File: config.mk
export PLATFORM = sky130hd
export DESIGN_NAME = serial_rx_tagged
export DESIGN_NICKNAME = d
export VERILOG_FILES = /design/src/rtl/srx_pkg.sv /design/src/rtl/srx_sync.sv /design/src/rtl/srx_deser.sv /design/src/rtl/srx_fifo.sv /design/src/rtl/srx_irq.sv /design/src/rtl/serial_rx_tagged.sv
export SDC_FILE = /design/constraint.sdc
export NUM_CORES = 1
export LEC_CHECK = 0
export BUFFER_PORTS_ARGS = -buffer_cell sky130_fd_sc_hd__buf_2
export CAP_MARGIN = 20
export CORE_MARGIN = 3
export CORE_UTILIZATION = 57
export CTS_CLUSTER_DIAMETER = 50
export DETAILED_ROUTE_END_ITERATION = 7
export PLACE_DENSITY_LB_ADDON = 0.3
export SETUP_SLACK_MARGIN = 0.5
export SLEW_MARGIN = 0
export SYNTH_ARGS = -nofsm -noshare
export SYNTH_HDL_FRONTEND = slang
export SYNTH_SLANG_ARGS = --single-unit
File: constraint.sdc
create_clock -name clk -period 5.5 [get_ports clk]
set_input_delay 1.1 -clock clk [delete_from_list [all_inputs] [get_ports clk]]
set_output_delay 1.1 -clock clk [all_outputs]
set_load 0.02 [all_outputs]
File: src/rtl/srx_pkg.sv
package srx_pkg;

    localparam int OVS       = 16;
    localparam int HALF      = OVS / 2;
    localparam int MAX_FRAME = 12;
    localparam int TMO_W     = $clog2(3 * OVS * MAX_FRAME + 1);

    typedef struct packed {
        logic brk;
        logic frm;
        logic par;
        logic ovr;
    } err_t;

    typedef struct packed {
        err_t       err;
        logic [7:0] data;
    } entry_t;

    typedef enum logic [2:0] {
        ST_IDLE, ST_START, ST_DATA, ST_PAR, ST_STOP, ST_STOP2, ST_HOLD
    } rx_state_t;

    function automatic int frame_bits(logic [1:0] wl, logic [2:0] par, logic ts);
        return 1 + 5 + int'(wl) + int'(par[2]) + 1 + int'(ts);
    endfunction

    function automatic int trig_level(logic [1:0] code);
        case (code)
            2'd0:    return 1;
            2'd1:    return 8;
            2'd2:    return 16;
            default: return 32;
        endcase
    endfunction

    function automatic logic parity_ok(logic [2:0] par, logic data_xor, logic pbit);
        case (par[1:0])
            2'b00:   return (data_xor ^ pbit) == 1'b1;
            2'b01:   return (data_xor ^ pbit) == 1'b0;
            2'b10:   return pbit == 1'b1;
            default: return pbit == 1'b0;
        endcase
    endfunction

    function automatic entry_t make_entry(logic [7:0] sh, logic [1:0] wl,
                                          logic perr, logic ferr, logic brk);
        entry_t e;
        e.data    = sh >> (2'd3 - wl);
        e.err.brk = brk;
        e.err.frm = ferr;
        e.err.par = perr;
        e.err.ovr = 1'b0;
        return e;
    endfunction

endpackage

File: src/rtl/srx_sync.sv
module srx_sync #(
    parameter int STAGES = 2,
    parameter logic IDLE_LEVEL = 1'b1
) (
    input  logic clk,
    input  logic rst,
    input  logic din,
    output logic dout
);
    logic [STAGES-1:0] chain;

    always_ff @(posedge clk) begin
        if (rst) chain <= {STAGES{IDLE_LEVEL}};
        else     chain <= {chain[STAGES-2:0], din};
    end

    assign dout = chain[STAGES-1];
endmodule

File: src/rtl/srx_deser.sv
module srx_deser
    import srx_pkg::*;
(
    input  logic       clk,
    input  logic       rst,
    input  logic       tick,
    input  logic       rx,
    input  logic [1:0] wl,
    input  logic [2:0] par,
    input  logic       two_stop,
    output logic       push,
    output entry_t     word
);
    localparam int TW = $clog2(OVS);

    rx_state_t      st;
    logic [TW-1:0]  tcnt;
    logic [2:0]     bitn;
    logic [7:0]     shreg;
    logic           perr;
    logic           zero;
    logic           stop1_low;
    logic           slot_end;
    logic           half_end;
    logic           stop2_bad;
    logic           stop2_brk;

    assign slot_end  = tick && (tcnt == TW'(OVS - 1));
    assign half_end  = tick && (tcnt == TW'(HALF - 1));
    assign stop2_bad = stop1_low | ~rx;
    assign stop2_brk = zero & stop1_low & ~rx;

    always_ff @(posedge clk) begin
        if (rst) begin
            st        <= ST_IDLE;
            tcnt      <= '0;
            bitn      <= '0;
            shreg     <= '0;
            perr      <= 1'b0;
            zero      <= 1'b0;
            stop1_low <= 1'b0;
            push      <= 1'b0;
            word      <= '0;
        end else begin
            push <= 1'b0;
            if (tick) tcnt <= tcnt + 1'b1;
            case (st)
                ST_IDLE: begin
                    tcnt <= '0;
                    if (tick && !rx) st <= ST_START;
                end
                ST_START: begin
                    if (half_end) begin
                        tcnt <= '0;
                        if (rx) begin
                            st <= ST_IDLE;
                        end else begin
                            st    <= ST_DATA;
                            bitn  <= '0;
                            shreg <= '0;
                            perr  <= 1'b0;
                            zero  <= 1'b1;
                        end
                    end
                end
                ST_DATA: begin
                    if (slot_end) begin
                        tcnt  <= '0;
                        shreg <= {rx, shreg[7:1]};
                        zero  <= zero & ~rx;
                        if (bitn == 3'(4 + int'(wl))) st <= par[2] ? ST_PAR : ST_STOP;
                        else                         bitn <= bitn + 1'b1;
                    end
                end
                ST_PAR: begin
                    if (slot_end) begin
                        tcnt <= '0;
                        perr <= !parity_ok(par, ^shreg, rx);
                        zero <= zero & ~rx;
                        st   <= ST_STOP;
                    end
                end
                ST_STOP: begin
                    if (slot_end) begin
                        tcnt <= '0;
                        if (two_stop) begin
                            stop1_low <= ~rx;
                            st        <= ST_STOP2;
                        end else begin
                            push <= 1'b1;
                            word <= make_entry(shreg, wl, perr, ~rx, zero & ~rx);
                            st   <= rx ? ST_IDLE : ST_HOLD;
                        end
                    end
                end
                ST_STOP2: begin
                    if (slot_end) begin
                        tcnt <= '0;
                        push <= 1'b1;
                        word <= make_entry(shreg, wl, perr, stop2_bad, stop2_brk);
                        st   <= stop2_bad ? ST_HOLD : ST_IDLE;
                    end
                end
                ST_HOLD: begin
                    tcnt <= '0;
                    if (rx) st <= ST_IDLE;
                end
                default: st <= ST_IDLE;
            endcase
        end
    end
endmodule

File: src/rtl/srx_fifo.sv
module srx_fifo
    import srx_pkg::*;
#(
    parameter int DEPTH = 64,
    localparam int AW   = $clog2(DEPTH)
) (
    input  logic        clk,
    input  logic        rst,
    input  logic        flush,
    input  logic        fifo_en,
    input  logic        push,
    input  entry_t      din,
    input  logic        pop,
    output entry_t      head,
    output logic [AW:0] occ,
    output logic        stored,
    output logic        ovwr,
    output logic        popped
);
    entry_t          mem [DEPTH];
    logic [AW-1:0]   wptr;
    logic [AW-1:0]   rptr;
    logic [AW:0]     cap;
    logic            full_now;
    entry_t          ovr_word;

    assign cap      = fifo_en ? (AW+1)'(DEPTH) : (AW+1)'(1);
    assign full_now = occ >= cap;
    assign popped   = pop && (occ != '0);
    assign stored   = push && (!full_now || popped);
    assign ovwr     = push && full_now && !popped;

    always_comb begin
        ovr_word         = din;
        ovr_word.err.ovr = 1'b1;
    end

    always_ff @(posedge clk) begin
        if (stored)    mem[wptr]        <= din;
        else if (ovwr) mem[wptr - 1'b1] <= ovr_word;
    end

    always_ff @(posedge clk) begin
        if (rst || flush) begin
            wptr <= '0;
            rptr <= '0;
            occ  <= '0;
        end else begin
            if (stored) wptr <= wptr + 1'b1;
            if (popped) rptr <= rptr + 1'b1;
            case ({stored, popped})
                2'b10:   occ <= occ + 1'b1;
                2'b01:   occ <= occ - 1'b1;
                default: occ <= occ;
            endcase
        end
    end

    assign head = mem[rptr];
endmodule

File: src/rtl/srx_irq.sv
module srx_irq
    import srx_pkg::*;
#(
    parameter int DEPTH = 64,
    localparam int AW   = $clog2(DEPTH)
) (
    input  logic        clk,
    input  logic        rst,
    input  logic        tick,
    input  logic        fifo_en,
    input  logic [1:0]  trig,
    input  logic        tmo_en,
    input  logic        err_en,
    input  logic [1:0]  wl,
    input  logic [2:0]  par,
    input  logic        two_stop,
    input  logic        flush,
    input  logic        stored,
    input  logic        ovwr,
    input  logic        popped,
    input  logic [AW:0] occ,
    input  err_t        head_err,
    output logic        irq_rx,
    output logic        irq_tmo,
    output logic        irq_err
);
    logic             stored_q;
    logic             ovwr_q;
    logic [TMO_W-1:0] idle_cnt;
    logic [TMO_W-1:0] limit;
    logic             restart;
    logic             nonempty;

    assign nonempty = occ != '0;
    assign limit    = TMO_W'(3 * OVS * frame_bits(wl, par, two_stop));
    assign restart  = stored | ovwr | popped | flush | !nonempty | !fifo_en;

    always_ff @(posedge clk) begin
        if (rst) begin
            stored_q <= 1'b0;
            ovwr_q   <= 1'b0;
        end else begin
            stored_q <= stored;
            ovwr_q   <= ovwr;
        end
    end

    always_ff @(posedge clk) begin
        if (rst || restart)                idle_cnt <= '0;
        else if (tick && idle_cnt < limit) idle_cnt <= idle_cnt + 1'b1;
    end

    assign irq_rx  = fifo_en ? (stored_q && occ == (AW+1)'(trig_level(trig)))
                             : (stored_q || ovwr_q);
    assign irq_tmo = tmo_en && fifo_en && nonempty && (idle_cnt >= limit);
    assign irq_err = err_en && nonempty && (head_err != '0);
endmodule

File: src/rtl/serial_rx_tagged.sv
module serial_rx_tagged
    import srx_pkg::*;
#(
    parameter int DEPTH = 64,
    localparam int AW   = $clog2(DEPTH)
) (
    input  logic          clk,
    input  logic          rst,
    input  logic          baud_tick,
    input  logic          rxd,
    input  logic [1:0]    cfg_wlen,
    input  logic [2:0]    cfg_parity,
    input  logic          cfg_two_stop,
    input  logic          cfg_fifo_en,
    input  logic [1:0]    cfg_trig,
    input  logic          cfg_tmo_en,
    input  logic          cfg_err_en,
    input  logic          fifo_flush,
    input  logic          rd_data_en,
    output logic [7:0]    rd_data,
    output logic [3:0]    rd_err,
    output logic [AW-1:0] rx_count,
    output logic          rx_full,
    output logic          irq_rx,
    output logic          irq_tmo,
    output logic          irq_err
);
    logic        rx_s;
    logic        deser_push;
    entry_t      deser_word;
    entry_t      head;
    logic [AW:0] occ;
    logic        stored;
    logic        ovwr;
    logic        popped;

    srx_sync #(.STAGES(2), .IDLE_LEVEL(1'b1)) u_sync (
        .clk(clk), .rst(rst), .din(rxd), .dout(rx_s)
    );

    srx_deser u_deser (
        .clk(clk), .rst(rst), .tick(baud_tick), .rx(rx_s),
        .wl(cfg_wlen), .par(cfg_parity), .two_stop(cfg_two_stop),
        .push(deser_push), .word(deser_word)
    );

    srx_fifo #(.DEPTH(DEPTH)) u_fifo (
        .clk(clk), .rst(rst), .flush(fifo_flush), .fifo_en(cfg_fifo_en),
        .push(deser_push), .din(deser_word), .pop(rd_data_en),
        .head(head), .occ(occ), .stored(stored), .ovwr(ovwr), .popped(popped)
    );

    srx_irq #(.DEPTH(DEPTH)) u_irq (
        .clk(clk), .rst(rst), .tick(baud_tick), .fifo_en(cfg_fifo_en),
        .trig(cfg_trig), .tmo_en(cfg_tmo_en), .err_en(cfg_err_en),
        .wl(cfg_wlen), .par(cfg_parity), .two_stop(cfg_two_stop),
        .flush(fifo_flush), .stored(stored), .ovwr(ovwr), .popped(popped),
        .occ(occ), .head_err(head.err),
        .irq_rx(irq_rx), .irq_tmo(irq_tmo), .irq_err(irq_err)
    );

    assign rd_data  = head.data;
    assign rd_err   = head.err;
    assign rx_count = occ[AW-1:0];
    assign rx_full  = occ[AW];
endmodule

==> metrics.md, run 1 <==
| Metric | Value |
|---|---|
| Row Count | `88` |
| Detailed placement HPWL | `45800 um` |
| Primary FF master, synth | `edfxtp_1` |
| Total grt overflow | `0` |
| Flops & latches, synth | `840` |
| CTS Buf Count | `86` |
| Rel. slew slack | `28.4%` |
| Leakage power | `13.9 nW` |
| H-tree depth | `3` |
| Synthesized area | `33700 um^2` |
| Yosys warns | `0` |
| Tcrit/Tclk final | `97.7%` |
| Flop pwr share | `53.1%` |
| Initial Util | `58.0%` |
| Sw Share | `19.8%` |
| Synthesized area per cell | `19.3 um^2` |
| Vias | `17359` |
| WL per Instance | `28.0 um` |
| WL met2 | `38300 um` |
| Crit-path cells | `buf_12, inv_8, ha_4, inv_2, ha_4, fa_2, xnor2_4, ha_4, inv_2, fa_2, xor2_1, ha_1, nand3_2, or4_4, a21oi_4, buf_6` |
| Initial DRC count | `1754` |
| CP Buf/Inv Count | `5` |
| GR Util All Layers | `25.1%` |
| Clk_lat worst skew | `0.64 ns` |
| Hold Buf Count CTS | `0` |
| Psw | `0.00258 W` |
| IO Count | `39` |
| RSZ-0062 raised after global routing | `yes` |
| Vias/cell | `6.34` |
| Die Area | `62100 um^2` |
| Reg2reg setup slack | `1.40 ns` |
| DR WL met3 | `6750 um` |
| Clock power frac | `45.2%` |
| Largest stage delay, worst path | `0.50 ns` |
| Root buffer cell | `clkbuf_16` |
| Worst EP required | `4.40 ns` |
| Endpoints failing setup | `0` |
| CP top delay family | `adder cells` |
| Die H | `249 um` |
| Nets | `1949` |
| Max Transition Viols Final | `0` |
| Max cap viols | `0` |
| Final hold violation count | `0` |
| Initial antenna violation count | `3` |
| Fin Clk Skew | `0.0366 ns` |
| Drc violations | `0` |
| Critical path fanouts, max | `3` |
| CORE AREA | `58100 um^2` |
| Fin cells | `2737` |
| Synthesized net count | `1793` |
| Critical Path End Type | `output port` |
| Placer congestion estimate | `0.836` |
| Least-Margin Pin Slew | `1.07 ns` |
| Area grow syn2layout | `14.2%` |
| Longest Clk Path Bufs | `3` |
| FMAX | `0.186 GHz` |
| Worst min path class | `reg -> reg` |
| Slowest CP cell | `or4_4` |
| PD cells | `337 nW/um^2` |
| Cell mode on critical path | `ha_4` |
| Num Clock Sinks | `840` |
| Post-synthesis cell type count | `66` |
| Clk slew on worst S/H paths | `0.06 ns` |
| Gate Count Post-Synth | `1743` |
| Buffers on Ports | `38` |
| TritonCTS clock tree | `yes` |
| DR pass1 iterations | `7` |
| WL met1 | `29500 um` |
| Critical path class | `in -> out` |
| Die width | `249 um` |
| Peak VDD IR | `0.255 mV` |
| Antenna Nets Post-Route | `0` |
| Ys async rst share | `0%` |
| CP Data Arrival Time | `4.28 ns` |
| Largest net degree at the start of global routing | `69` |
| EDFF count, synth | `768` |
| Gate power share | `1.7%` |
| Crit start category | `input pin` |
| Top Metal Used | `met4` |
| Int Pwr | `0.0104 W` |
| Status | `finished clean` |
| Setup TNS | `0 ns` |
| First-pass GRT wire length | `115000 um` |
| Proportion of layout cells with a drive suffix above 1 | `29.2%` |
| Seq/Total Area, Yosys | `72.7%` |
| Total Wirelength | `76700 um` |
| Minimum clock period | `5.38 ns` |
| Vias in the first global route | `17606` |
| Post-Place Cells | `2569` |
[synth_stat cells, types with 6 or more instances]
cell type  instances  area share, %
clkbuf_1          41           0.46
nand2_1           69           0.77
o21ai_0           15           0.22
a211oi_1           9           0.20
inv_1             31           0.35
buf_1             14           0.16
a32oi_1           10           0.26
nand4_1           12           0.22
nor2_1           138            1.5
ha_1              29            1.1
buf_2             24           0.36
or2_2              8           0.15
mux4_2           232             16
nor2b_1           10           0.19
dfxtp_1           72            4.3
a21oi_1           48           0.71
xor2_1            19           0.49
or3_1              8           0.15
nand2b_1           9           0.17
edfxtp_1         768             68
nor3_1            21           0.31
xnor2_1           27           0.70
mux2i_1           24           0.71
and3_1             6           0.11
nand3_1           18           0.27
[worst paths after layout]
kind,start,end,cells past startpoint
worst max-delay path,cfg_wlen[0],irq_tmo,16
worst min-delay path,u_sync.chain[0]$_SDFF_PP1_,u_sync.chain[1]$_SDFF_PP1_,1
worst max register to register,u_fifo.occ[0]$_SDFFE_PP0P_,u_fifo.mem[8][6]$_DFFE_PP_,10
worst min register to register,u_sync.chain[0]$_SDFF_PP1_,u_sync.chain[1]$_SDFF_PP1_,1
[layer usage]
| metal | track usage, % | vias up |
|---|---|---|
| met5 | 0 | - |
| met4 | 7.48 | 0 |
| met3 | 5.48 | 137 |
| met2 | 40.8 | 817 |
| met1 | 34.8 | 9011 |
| li1 | - | 7394 |
[through the flow]
stage | worst slack [ns] | util (%) | cell area, um^2 | power (W) | hold slack, ns
3_5_place_dp | 0.00465 | 61.0 | 35400 | 0.00723 | 0.400
4_1_cts | 0.141 | 66.0 | 38400 | 0.0130 | 0.416
6_report | 0.124 | 66.2 | 38500 | 0.0130 | 0.416
5_1_grt | 0.0511 | 66.2 | 38500 | 0.0134 | 0.435
3_3_place_gp | 0.0639 | 61.0 | 35400 | 0.00722 | 0.405
2_1_floorplan | 0.325 | - | 33800 | 0.00718 | 0.389
[flip-flops by register name (all words and copies together) (netlist names), named ones only]
signal and flops:
u_fifo.occ 7, u_deser.perr 1, u_irq.idle_cnt 10, u_fifo.rptr 6, u_deser.bitn 3, u_deser.tcnt 4, u_deser.shreg 8, u_deser.push 1
u_sync.chain 2, u_deser.zero 1, u_fifo.wptr 6, u_deser.word 11, u_deser.st 3, u_fifo.mem 768, u_irq.stored_q 1, u_irq.ovwr_q 1
u_deser.stop1_low 1
[power groups by stage]
stage	Clock (W)	Sequential [W]	Combinational, W
global route	0.00621	0.00689	0.000245
finish	0.00587	0.00690	0.000221
global placement	0	0.00703	0.000185
detailed placement	0	0.00703	0.000197
CTS	0.00595	0.00689	0.000203
floorplan	0	0.00701	0.000173
[cells by family (layout without fill, tap and decap cells)]
logic type,count (synthesis),after routing,share of synthesized area [%]
flops,840,840,72.7
simple gates,321,321,4.38
mux,261,261,16.4
compound gates,125,125,2.56
buf+inv,117,345,1.47
xor+xnor,46,46,1.20
fa+ha+maj,33,33,1.31
other cells,0,1,0
[layout make-up]
type / count / area (um^2)
Sequential cell: 840 / 24500
Fill cell: 3668 / 19600
Multi-Input combinational cell: 786 / 8840
Clock buffer: 100 / 2230
Timing Repair Buffer: 153 / 1190
Tap cell: 765 / 957
Clock inverter: 60 / 636
Inverter: 32 / 130
Antenna cell: 1 / 2.50
[what timing repair did]
item	4_1_cts	5_1_grt
gates cloned	0	0
endpoints found under the setup margin	10	10
resized for setup	10	16
setup buffers	2	4
pin swaps	1	12
[placed cells by master, fill, tap and decap left out, types with 6 or more instances in the layout]
cell / count
edfxtp_1: 768
mux4_2: 232
nor2_1: 138
buf_4: 106
clkbuf_16: 87
nand2_1: 69
dfxtp_1: 58
a21oi_1: 45
buf_2: 35
xnor2_1: 26
inv_1: 24
mux2i_1: 24
ha_1: 23
nor3_1: 21
xor2_1: 19
clkinv_2: 19
nand3_1: 17
o21ai_0: 15
clkinv_1: 13
clkbuf_1: 13
nand4_1: 12
dfxtp_2: 12
bufinv_16: 11
a32oi_1: 10
nand2b_1: 9
nor2b_1: 9
a211oi_1: 9
or3_1: 8
or2_2: 8
inv_2: 6
and3_1: 6
[worst register-to-register path, delay by kind of cell, from the launching register on]
| kind | cells | cell delay [ns] |
|---|---|---|
| simple gates | 4 | 1.68 |
| compound gates | 2 | 0.73 |
| flops | 1 | 0.47 |
| buf+inv | 2 | 0.48 |
| fa+ha+maj | 1 | 0.31 |
| xor+xnor | 1 | 0.14 |
No activity file was read; power rests on OpenSTA's default activity.
==> run 2, diff against run 1 <==
- ABC_AREA: not set -> 1
- CORE_MARGIN: 3 -> 2
==> run 2 against run 1 <==
Compared with the run above:
- critical path depth increased by 5
- synthesized cell count increased by 73%
- critical endpoint unchanged
- synthesized area increased by 3.6%
- design area increased by 1.6%
==> metrics.md, run 2 <==
| Metric | Value |
|---|---|
| Status | `finished clean` |
| Least-Margin Pin Slew | `1.13 ns` |
| Peak VDD IR | `0.238 mV` |
| RSZ-0062 raised after global routing | `yes` |
| Top flop regs | `u_fifo.mem (768), u_deser.word (11), u_irq.idle_cnt (10)` |
| Top-count cell post-synth | `edfxtp_1` |
| Die width | `251 um` |
| Max Transition Viols Final | `0` |
| Placer congestion estimate | `0.905` |
| Root buffer cell | `clkbuf_16` |
| Clock power frac | `45.1%` |
| Area leader, netlist | `edfxtp_1` |
| Reg2reg setup slack | `1.83 ns` |
| DR pass1 iterations | `5` |
| Clk slew on worst S/H paths | `0.06 ns` |
| Row Count | `90` |
| Antenna Nets Post-Route | `0` |
| Worst min path class | `reg -> reg` |
| Hold path cells | `1` |
| Reg2Reg Depth | `14` |
| Critical path class | `in -> out` |
| Dpl cell area | `36200 um^2` |
| Ys async rst share | `0%` |
| Clk_lat worst skew | `0.62 ns` |
| Fin Clk Skew | `0.0178 ns` |
| Drc violations | `0` |
| Final hold violation count | `0` |
| Crit-path cells | `buf_8, inv_4, ha_4, inv_2, ha_4, fa_1, inv_2, ha_4, ha_4, inv_2, fa_2, xor2_1, ha_1, nand2_2, o21a_1, nand2_1, inv_1, o21ai_2, nand4_1, inv_2, buf_6` |
| Vias | `24267` |
| Primary FF master, synth | `edfxtp_1` |
| First-pass GRT wire length | `135000 um` |
| Total Wirelength | `89900 um` |
| Synthesized net count | `3066` |
| Seq/Total Area, Yosys | `70.2%` |
| Buffers on Ports | `38` |
| Minimum clock period | `5.20 ns` |
| Max FFs per register | `768` |
| Ant diodes | `0` |
| FMAX | `0.192 GHz` |
| Synthesized area per cell | `11.6 um^2` |
| Total grt overflow | `0` |
| Final instance area | `39100 um^2` |
| Tcrit/Tclk final | `94.6%` |
| Hold WS | `0.408 ns` |
| TritonCTS clock tree | `yes` |
| Critical R2R Capture | `u_fifo.mem[9][9]$_DFFE_PP_` |
| Hold Buf Count CTS | `0` |
| Hold Path End | `u_sync.chain[1]$_SDFF_PP1_` |
| Int Pwr | `0.0104 W` |
| Worst Hold Launch | `u_sync.chain[0]$_SDFF_PP1_` |
| Max cap viols | `0` |
| Initial Util | `57.7%` |
| H-tree depth | `3` |
| Num Clock Sinks | `840` |
| Largest Register | `u_fifo.mem` |
| WL per Instance | `22.9 um` |
| Longest Clk Path Bufs | `3` |
| Leakage power | `15.4 nW` |
| Reg2Reg Launch Point | `u_fifo.occ[0]$_SDFFE_PP0P_` |
| Largest net degree at the start of global routing | `161` |
| Yosys warns | `0` |
| Psw | `0.00246 W` |
| GR Util All Layers | `28.2%` |
| Synthesized area | `34900 um^2` |
| Die Area | `63200 um^2` |
| Rel. slew slack | `24.2%` |
| Post-synth top area share | `66.1%` |
| Dominant cells by area after synthesis | `edfxtp_1, nand2_1, o21ai_0` |
| Gate power share | `1.3%` |
| Worst EP required | `4.40 ns` |
| Post-synthesis cell type count | `49` |
| Initial DRC count | `3334` |
| Most frequent cells in the layout | `edfxtp_1, nand2_1, nor2_1` |
| Largest stage delay, worst path | `0.48 ns` |
| Setup TNS | `0 ns` |
| Post-Place Cells | `3765` |
| Flops & latches, synth | `840` |
| Gate Count Post-Synth | `3016` |
| CP Data Arrival Time | `4.10 ns` |
| Critical path fanouts, max | `3` |
| Nets | `3125` |
| PD cells | `328 nW/um^2` |
| CTS Buf Count | `86` |
| Area grow syn2layout | `12.1%` |
| IO Count | `39` |
| Commonest non-fill, non-tap cell in the layout | `edfxtp_1` |
| Initial antenna violation count | `0` |
| Vias/cell | `6.18` |
| Critical Path End Type | `output port` |
| Endpoints failing setup | `0` |
| CORE AREA | `60500 um^2` |
| Most frequent cells after synthesis | `edfxtp_1, nand2_1, nor2_1` |
| Detailed placement HPWL | `52000 um` |
| Vias in the first global route | `23170` |
| Proportion of layout cells with a drive suffix above 1 | `11.2%` |
| Sw Share | `19.2%` |
| Final Util | `64.7%` |
| Flop pwr share | `53.6%` |
| Slowest CP cell | `fa_1` |
| Die H | `251 um` |
| Fin cells | `3924` |
| Crit start category | `input pin` |
| EDFF count, synth | `768` |
-- run 2: how the worst max path moves through the flow --
stage                 from       to  slack, ns  cells after the start
5_1_grt        cfg_wlen[0]  irq_tmo       0.19                     22
3_3_place_gp   cfg_wlen[0]  irq_tmo       0.05                     21
3_5_place_dp   cfg_wlen[0]  irq_tmo       0.06                     19
2_1_floorplan  cfg_wlen[0]  irq_tmo       0.52                     19
4_1_cts        cfg_wlen[0]  irq_tmo       0.26                     20
6_report       cfg_wlen[0]  irq_tmo       0.30                     21
-- run 2: what timing repair did --
item / 4_1_cts / 5_1_grt
buffers inserted: 3 / 1
gates resized for setup: 22 / 10
setup endpoints to repair: 1 / 4
pin swaps: 15 / 9
-- run 2: critical path: cells and delay by family --
| family | cells | cell delay, ns |
|---|---|---|
| AOI/OAI and AO/OA | 2 | 0.25 |
| and+or+nand+nor | 3 | 0.27 |
| buffers and inverters | 8 | 0.52 |
| adders and majority gates | 7 | 1.82 |
| xor gates and xnor gates | 1 | 0.15 |
-- run 2: logic make-up after synthesis --
logic type,share of synthesized area (%)
buf+inv,3.58
fa+ha+maj,1.27
compound gates,9.57
simple gates,14.7
flops,70.2
xor+xnor,0.552
mux,0.143
-- run 2: per-stage QoR --
step	setup slack, ns	total power (W)
after floorplan	0.521	0.00710
after global routing	0.189	0.0131
after detailed placement	0.0613	0.00713
final	0.298	0.0128
after global placement	0.0506	0.00713
after CTS	0.258	0.0128
-- run 2: power groups by stage --
stage | logic [W] | registers [W] | clock network [W]
2_1_floorplan | 0.0000954 | 0.00700 | 0
3_3_place_gp | 0.000126 | 0.00700 | 0
3_5_place_dp | 0.000131 | 0.00700 | 0
4_1_cts | 0.000151 | 0.00687 | 0.00583
5_1_grt | 0.000185 | 0.00687 | 0.00607
6_report | 0.000166 | 0.00687 | 0.00578
-- run 2: routing by layer --
layer	track usage [%]	wire [um]
met1	38.0	34600
met2	45.6	42600
met3	5.07	8840
met4	11.9	3840
met5	0	0
-- run 2: cell type report --
cell class	instances	area, um^2
timing repair buffer	148	1130
inverter	105	419
tap	782	978
clock inverter	45	499
clock buffer	110	2290
multi-input combinational	1894	9270
sequential	840	24500
fill	4352	21400
